**config.mk**
```make
export PLATFORM = sky130hd
export DESIGN_NAME = reqid_stream_lut
export DESIGN_NICKNAME = d
export VERILOG_FILES = /design/src/rtl/rsl_pkg.sv /design/src/rtl/rsl_regif.sv /design/src/rtl/rsl_store.sv /design/src/rtl/rsl_match.sv /design/src/rtl/reqid_stream_lut.sv
export SDC_FILE = /design/constraint.sdc
export NUM_CORES = 2
export LEC_CHECK = 0
export CORE_AREA = 2 2 275 481
export DETAILED_ROUTE_END_ITERATION = 12
export DIE_AREA = 0 0 277 483
export DONT_BUFFER_PORTS = 1
export PLACE_DENSITY = 0.84
export SYNTH_ARGS = -nofsm -noshare
export SYNTH_HDL_FRONTEND = slang
export SYNTH_HIERARCHICAL = 1
export SYNTH_SLANG_ARGS = --single-unit
```
**constraint.sdc**
```tcl
create_clock -name clk -period 6.93 [get_ports clk]
set_input_delay 1.386 -clock clk [delete_from_list [all_inputs] [get_ports clk]]
set_output_delay 1.386 -clock clk [all_outputs]
set_load 0.01 [all_outputs]
```
**src/rtl/rsl_pkg.sv**
```systemverilog
package rsl_pkg;

  localparam int REGW  = 32;
  localparam int ADDRW = 2;
  localparam int RIDW  = 16;
  localparam int SIDW  = 6;
  localparam int SECW  = 3;

  // register word addresses
  localparam logic [ADDRW-1:0] A_CTRL = 2'd0;
  localparam logic [ADDRW-1:0] A_ATTR = 2'd1;
  localparam logic [ADDRW-1:0] A_KEY  = 2'd2;

  // field positions that software depends on
  localparam int LOAD_BIT = 16;
  localparam int VLD_BIT  = 31;
  localparam int SEC_LSB  = 8;
  localparam int SID_LSB  = 0;
  localparam int RID_LSB  = 16;
  localparam int MASK_LSB = 0;

  typedef struct packed {
    logic            vld;
    logic [SECW-1:0] sec;
    logic [SIDW-1:0] sid;
    logic [RIDW-1:0] rid;
    logic [RIDW-1:0] mask;
  } lut_entry_t;

endpackage

```
**src/rtl/rsl_regif.sv**
```systemverilog
module rsl_regif
  import rsl_pkg::*;
#(
  parameter int ENTRIES = 32,
  parameter int IDXW    = $clog2(ENTRIES)
) (
  input  logic             clk,
  input  logic             rst,
  input  logic             reg_wr,
  input  logic             reg_rd,
  input  logic [ADDRW-1:0] reg_addr,
  input  logic [REGW-1:0]  reg_wdata,
  output logic [REGW-1:0]  reg_rdata,
  output logic [IDXW-1:0]  acc_idx_o,
  input  lut_entry_t       rd_entry_i,
  output logic             commit_o,
  output lut_entry_t       stage_o
);

  logic            ctrl_wr, load_req;
  logic            load_q;
  logic [IDXW-1:0] idx_q;
  lut_entry_t      stage_q;
  logic [REGW-1:0] rd_mux, rdata_q;

  assign ctrl_wr   = reg_wr && (reg_addr == A_CTRL);
  assign load_req  = ctrl_wr && reg_wdata[LOAD_BIT];
  assign commit_o  = ctrl_wr && !reg_wdata[LOAD_BIT];
  assign acc_idx_o = reg_wdata[IDXW-1:0];
  assign stage_o   = stage_q;

  always_ff @(posedge clk) begin
    if (rst) begin
      stage_q <= '0;
      load_q  <= 1'b0;
      idx_q   <= '0;
    end else if (ctrl_wr) begin
      load_q <= reg_wdata[LOAD_BIT];
      idx_q  <= reg_wdata[IDXW-1:0];
      if (load_req) stage_q <= rd_entry_i;
    end else if (reg_wr && reg_addr == A_ATTR) begin
      stage_q.vld <= reg_wdata[VLD_BIT];
      stage_q.sec <= reg_wdata[SEC_LSB +: SECW];
      stage_q.sid <= reg_wdata[SID_LSB +: SIDW];
    end else if (reg_wr && reg_addr == A_KEY) begin
      stage_q.rid  <= reg_wdata[RID_LSB +: RIDW];
      stage_q.mask <= reg_wdata[MASK_LSB +: RIDW];
    end
  end

  always_comb begin
    rd_mux = '0;
    case (reg_addr)
      A_CTRL: begin
        rd_mux[LOAD_BIT]   = load_q;
        rd_mux[IDXW-1:0]   = idx_q;
      end
      A_ATTR: begin
        rd_mux[VLD_BIT]            = stage_q.vld;
        rd_mux[SEC_LSB +: SECW]    = stage_q.sec;
        rd_mux[SID_LSB +: SIDW]    = stage_q.sid;
      end
      A_KEY: begin
        rd_mux[RID_LSB +: RIDW]    = stage_q.rid;
        rd_mux[MASK_LSB +: RIDW]   = stage_q.mask;
      end
      default: rd_mux = '0;
    endcase
  end

  always_ff @(posedge clk) begin
    if (rst) rdata_q <= '0;
    else     rdata_q <= reg_rd ? rd_mux : '0;
  end

  assign reg_rdata = rdata_q;


  reserved_zero_chk: assert property (@(posedge clk) disable iff (rst)
    (reg_rd && reg_addr == A_ATTR) |=> (reg_rdata[30:11] == '0 && reg_rdata[7:6] == '0));


  idle_read_zero_chk: assert property (@(posedge clk) disable iff (rst)
    !reg_rd |=> (reg_rdata == '0));

endmodule

```
**src/rtl/rsl_store.sv**
```systemverilog
module rsl_store
  import rsl_pkg::*;
#(
  parameter int ENTRIES = 32,
  parameter int IDXW    = $clog2(ENTRIES)
) (
  input  logic            clk,
  input  logic            rst,
  input  logic            commit_i,
  input  logic [IDXW-1:0] idx_i,
  input  lut_entry_t      wr_entry_i,
  output lut_entry_t      rd_entry_o,
  output lut_entry_t      tbl_o [ENTRIES]
);

  lut_entry_t           tbl_q [ENTRIES];
  logic [ENTRIES-1:0]   vld_vec;

  for (genvar g = 0; g < ENTRIES; g++) begin : g_ent
    always_ff @(posedge clk) begin
      if (rst)
        tbl_q[g] <= '0;
      else if (commit_i && idx_i == IDXW'(g))
        tbl_q[g] <= wr_entry_i;
    end
    assign tbl_o[g]   = tbl_q[g];
    assign vld_vec[g] = tbl_q[g].vld;
  end

  assign rd_entry_o = tbl_q[idx_i];


  commit_valid_chk: assert property (@(posedge clk) disable iff (rst)
    commit_i |=> (vld_vec[$past(idx_i)] == $past(wr_entry_i.vld)));


  reset_clear_chk: assert property (@(posedge clk) disable iff (rst)
    $fell(rst) |-> (vld_vec == '0));

endmodule

```
**src/rtl/rsl_match.sv**
```systemverilog
module rsl_match
  import rsl_pkg::*;
#(
  parameter int ENTRIES = 32
) (
  input  logic            clk,
  input  logic            rst,
  input  lut_entry_t      tbl_i [ENTRIES],
  input  logic            lk_req,
  input  logic [RIDW-1:0] lk_rid,
  output logic            lk_ack,
  output logic            lk_hit,
  output logic [SIDW-1:0] lk_sid,
  output logic [SECW-1:0] lk_sec
);

  logic [ENTRIES-1:0] hit_vec;
  logic               any_hit;
  lut_entry_t         win;

  for (genvar g = 0; g < ENTRIES; g++) begin : g_cmp
    assign hit_vec[g] = tbl_i[g].vld &&
                        (((lk_rid ^ tbl_i[g].rid) & tbl_i[g].mask) == '0);
  end

  // lowest index wins: scan from the top so lower indices overwrite
  always_comb begin
    any_hit = 1'b0;
    win     = '0;
    for (int i = ENTRIES - 1; i >= 0; i--) begin
      if (hit_vec[i]) begin
        any_hit = 1'b1;
        win     = tbl_i[i];
      end
    end
  end

  always_ff @(posedge clk) begin
    if (rst) begin
      lk_ack <= 1'b0;
      lk_hit <= 1'b0;
      lk_sid <= '0;
      lk_sec <= '0;
    end else begin
      lk_ack <= lk_req;
      lk_hit <= lk_req && any_hit;
      lk_sid <= (lk_req && any_hit) ? win.sid : '0;
      lk_sec <= (lk_req && any_hit) ? win.sec : '0;
    end
  end


  resp_lat_chk: assert property (@(posedge clk) disable iff (rst)
    lk_req |=> lk_ack);


  hit_needs_ack_chk: assert property (@(posedge clk) disable iff (rst)
    lk_hit |-> lk_ack);


  miss_zero_chk: assert property (@(posedge clk) disable iff (rst)
    !lk_hit |-> (lk_sid == '0 && lk_sec == '0));

endmodule

```
**src/rtl/reqid_stream_lut.sv**
```systemverilog
module reqid_stream_lut
  import rsl_pkg::*;
#(
  parameter int ENTRIES = 32,
  parameter int IDXW    = $clog2(ENTRIES)
) (
  input  logic             clk,
  input  logic             rst,
  input  logic             reg_wr,
  input  logic             reg_rd,
  input  logic [ADDRW-1:0] reg_addr,
  input  logic [REGW-1:0]  reg_wdata,
  output logic [REGW-1:0]  reg_rdata,
  input  logic             lk_req,
  input  logic [RIDW-1:0]  lk_rid,
  output logic             lk_ack,
  output logic             lk_hit,
  output logic [SIDW-1:0]  lk_sid,
  output logic [SECW-1:0]  lk_sec
);

  logic [IDXW-1:0] acc_idx;
  logic            commit;
  lut_entry_t      rd_entry, stage;
  lut_entry_t      tbl [ENTRIES];

  rsl_regif #(.ENTRIES(ENTRIES), .IDXW(IDXW)) u_regif (
    .clk        (clk),
    .rst        (rst),
    .reg_wr     (reg_wr),
    .reg_rd     (reg_rd),
    .reg_addr   (reg_addr),
    .reg_wdata  (reg_wdata),
    .reg_rdata  (reg_rdata),
    .acc_idx_o  (acc_idx),
    .rd_entry_i (rd_entry),
    .commit_o   (commit),
    .stage_o    (stage)
  );

  rsl_store #(.ENTRIES(ENTRIES), .IDXW(IDXW)) u_store (
    .clk        (clk),
    .rst        (rst),
    .commit_i   (commit),
    .idx_i      (acc_idx),
    .wr_entry_i (stage),
    .rd_entry_o (rd_entry),
    .tbl_o      (tbl)
  );

  rsl_match #(.ENTRIES(ENTRIES)) u_match (
    .clk    (clk),
    .rst    (rst),
    .tbl_i  (tbl),
    .lk_req (lk_req),
    .lk_rid (lk_rid),
    .lk_ack (lk_ack),
    .lk_hit (lk_hit),
    .lk_sid (lk_sid),
    .lk_sec (lk_sec)
  );

endmodule

```
==> key figures <==
Cells and area
  • Final core occ: 62.81%
  • Most common cell after layout, fill and taps aside: and2_1
  • Most frequent cells in the layout: 1360 x and2_1, 1344 x edfxtp_1, 512 x xor2_1, 278 x mux2i_1, 268 x a22oi_1
  • Share of post-route cells with drive strength above 1: 13.26%
  • Area grow syn2layout: 6.810%
  • Final instance area: 0.08142 mm²
  • Nets: 5747

Yosys
  • Synth Area in Simple Gates: 15.79%
  • Avg Cell Area, Syn: 12.79 µm²
  • Synth Area in Adders: 0.06566%
  • Synthesized area: 0.07623 mm²
  • Gate Count Post-Synth: 5958
  • Synth Area in XOR/XNOR: 5.883%
  • Synth async-reset ratio: 0%
  • Ranking of synthesized cells by area: edfxtp_1 53%, and2_1 11%, xor2_1 5.9%
  • Mux cell area share after synthesis: 10.48%
  • Synth area leader: edfxtp_1
  • Yosys Warn Count: 6
  • Seq/Total Area, Yosys: 55.34%
  • Syn_nets: 6017
  • Compound-Gate Fraction of Synth Area: 8.519%
  • Number of synthesized flops with an enable pin: 1344
  • Count of cell types in the netlist: 100
  • FF+latch count, synth: 1435
  • Largest family of logic cells by synthesized area: simple AND/OR/NAND/NOR gates
  • Top cell type's share of synthesized area: 52.95%
  • Dominant synthesized flop cell: edfxtp_1

Clock network
  • Clk sinks: 1435
  • Setup bufs post-CTS: 0
  • TritonCTS clock tree: yes
  • Worst-Skew Late Latency: 0.81 ns
  • Clk Tree Root Cell: clkbuf_16
  • Hold_buf cts: 0
  • Clock Pin Slew Worst Setup and Hold Paths: 0.06 ns
  • CTS Buf Count: 136
  • # resized after CTS: 0
  • Maximum clock path buffer count: 3
  • H-tree lvl count: 4

Critical path
  • CP Class: in2reg
  • CP bufs+invs: 3
  • CP cell instances: buf_16 > buf_16 > buf_16 > mux2i_1 > o22ai_1 > a2111oi_1 > a31oi_1 > nand2_1 > a311oi_2
  • Most common cell on crit path: buf_16
  • Top Family by Delay on Critical Path: buffers and inverters
  • CP peak stage delay: 1.17 ns
  • Req. time, crit path: 7.56 ns
  • Critical Path Source Type: input port
  • Arr. time, crit path: 6.71 ns
  • Max stage delay cell, worst path: a2111oi_1
  • Endpoint class of the critical path: register
  • Worst-path maximum fanout: 185

Floorplan
  • Initial core utilization: 58.81%
  • Width of the die: 277 µm
  • # IOs: 98
  • Standard-cell rows: 175
  • Die ar.: 0.1338 mm²
  • Std-Cell Core Area: 0.1296 mm²
  • Die Span Y: 483 µm

Detailed routing
  • Vias per cell: 7.414
  • DRT iter0 DRCs: 9900
  • WL final: 312.0 mm
  • Via Count: 55660
  • DR pass1 iterations: 7
  • # DRC: 0
  • Routed Antenna Nets: 0
  • WL/cell: 41.56 µm

Flow run
  • Max-cap violations: 0

Placed design
  • Routability congestion estimate: 1.029
  • PortBufs: 0
  • Post-DP HPWL: 208.1 mm
  • Placed Area: 0.07694 mm²

Status
  • Violations in the final reports: max-slew violations
  • Status: finished with violations

Timing
  • Worst-Margin Slew: 1.526 ns
  • Max Freq: 164.5 MHz
  • RSZ-0062 raised after global routing: no
  • Final Hold Fails: 0
  • Worst clock skew: 0.03070 ns
  • Max-Slew Margin vs Limit: -1.742%
  • Setup TNS: 0 ns
  • Fin crit period: 6.081 ns
  • Number of max-slew violations in the final report: 3
  • # setup viols final: 0
  • Tcrit/Tclk final: 87.74%

Global routing
  • Largest net degree at the start of global routing: 499
  • Total Routing Usage GR: 45.99%
  • Grt ovf: 0
  • Vias in the first global route: 53780
  • Global-route wire length before repair: 422.9 mm
  • Antenna violations before repair: 45

Pwr
  • Total chip power: 19.59 mW
  • Pwr per Cell Area: 240.6 mW/mm²
  • P_leak: 30.36 nW
  • Peak VDD IR: 0.2262 mV

Min path
  • Hold Crit Class: reg2reg
-- worst min-delay path: cells and delay by family, from the launching register on --
family	cells	cell delay (ns)
compound gates	1	0.05
flops	1	0.31
simple gates	1	0.05
-- synth_stat cells (31+ instances only) --
| cell type | instances |
|---|---|
| a22oi_1 | 268 |
| mux2_2 | 62 |
| dfxtp_1 | 91 |
| nor4_1 | 33 |
| a221oi_1 | 41 |
| xor2_1 | 512 |
| and2_1 | 1361 |
| inv_1 | 31 |
| buf_6 | 62 |
| nor2_1 | 121 |
| nand2_1 | 188 |
| mux4_2 | 191 |
| o22ai_1 | 86 |
| clkbuf_1 | 365 |
| and3_1 | 34 |
| mux2i_1 | 278 |
| edfxtp_1 | 1344 |
| a21oi_1 | 74 |
| buf_4 | 33 |
| a221o_1 | 38 |
| nand4_1 | 67 |
| nor3_1 | 78 |
| buf_2 | 79 |
-- cell families after synthesis --
logic type / count (synthesis)
fa+ha+maj: 4
mux: 549
buf+inv: 591
compound gates: 844
xor+xnor: 512
flops: 1435
simple gates: 2023
-- flip-flops by register name, indices dropped and copies added, names as in the netlist --
signal             count
u_match/lk_ack         1
u_match/lk_sid         6
u_regif/stage_o       42
u_regif/idx_q          5
u_regif/load_q         1
u_match/lk_hit         1
u_regif/reg_rdata     32
u_match/lk_sec         3
u_store/tbl_q       1344
-- power by group --
group | switching (mW) | leakage [nW] | internal (mW)
clock network | 3.41 | 2.09 | 4.08
logic | 1.38 | 13.6 | 0.632
registers | 0.337 | 14.7 | 9.75
-- final timing paths --
check                                       from                         endpoint  slack [ns]  depth (start not counted)
max                                 reg_wdata[1]  u_regif/stage_o[1]$_SDFFE_PP0P_        0.85                          9
min                u_regif/idx_q[2]$_SDFFE_PP0P_    u_regif/idx_q[2]$_SDFFE_PP0P_        0.47                          2
max reg2reg  u_store/tbl_q[13][20]$_SDFFCE_PN0P_     u_match/lk_sid[1]$_SDFF_PP0_        2.26                          9
min reg2reg        u_regif/idx_q[2]$_SDFFE_PP0P_    u_regif/idx_q[2]$_SDFFE_PP0P_        0.47                          2
-- metal layers --
layer  track usage (%)  vias up  wire, µm
met5            0.1445        -       122
met4             45.47       16     39260
met3             14.52     1618     41740
met2             70.83     5275    139700
met1             49.40    27280     91230
li1                  -    21470         -
-- area by class of cell --
class	count	area, µm²
Tap cell	1681	2103
Multi-Input combinational cell	3932	31430
Clock inverter	67	595.6
Sequential cell	1435	42200
Timing Repair Buffer	151	1189
Antenna cell	35	87.58
Fill cell	9578	48210
Inverter	32	120.1
Clock buffer	175	3696
-- stage by stage --
step / hold slack, ns / instances / setup slack, ns
after floorplan: 0.4360 / 5958 / 1.820
after global placement: 0.4437 / 7226 / 1.538
after detailed placement: 0.4566 / 7226 / 1.554
after CTS: 0.4638 / 7468 / 2.359
after global routing: 0.4949 / 7480 / 0.8980
final: 0.4658 / 7508 / 0.8495
Note: power is estimated with default switching activity, not from simulation.
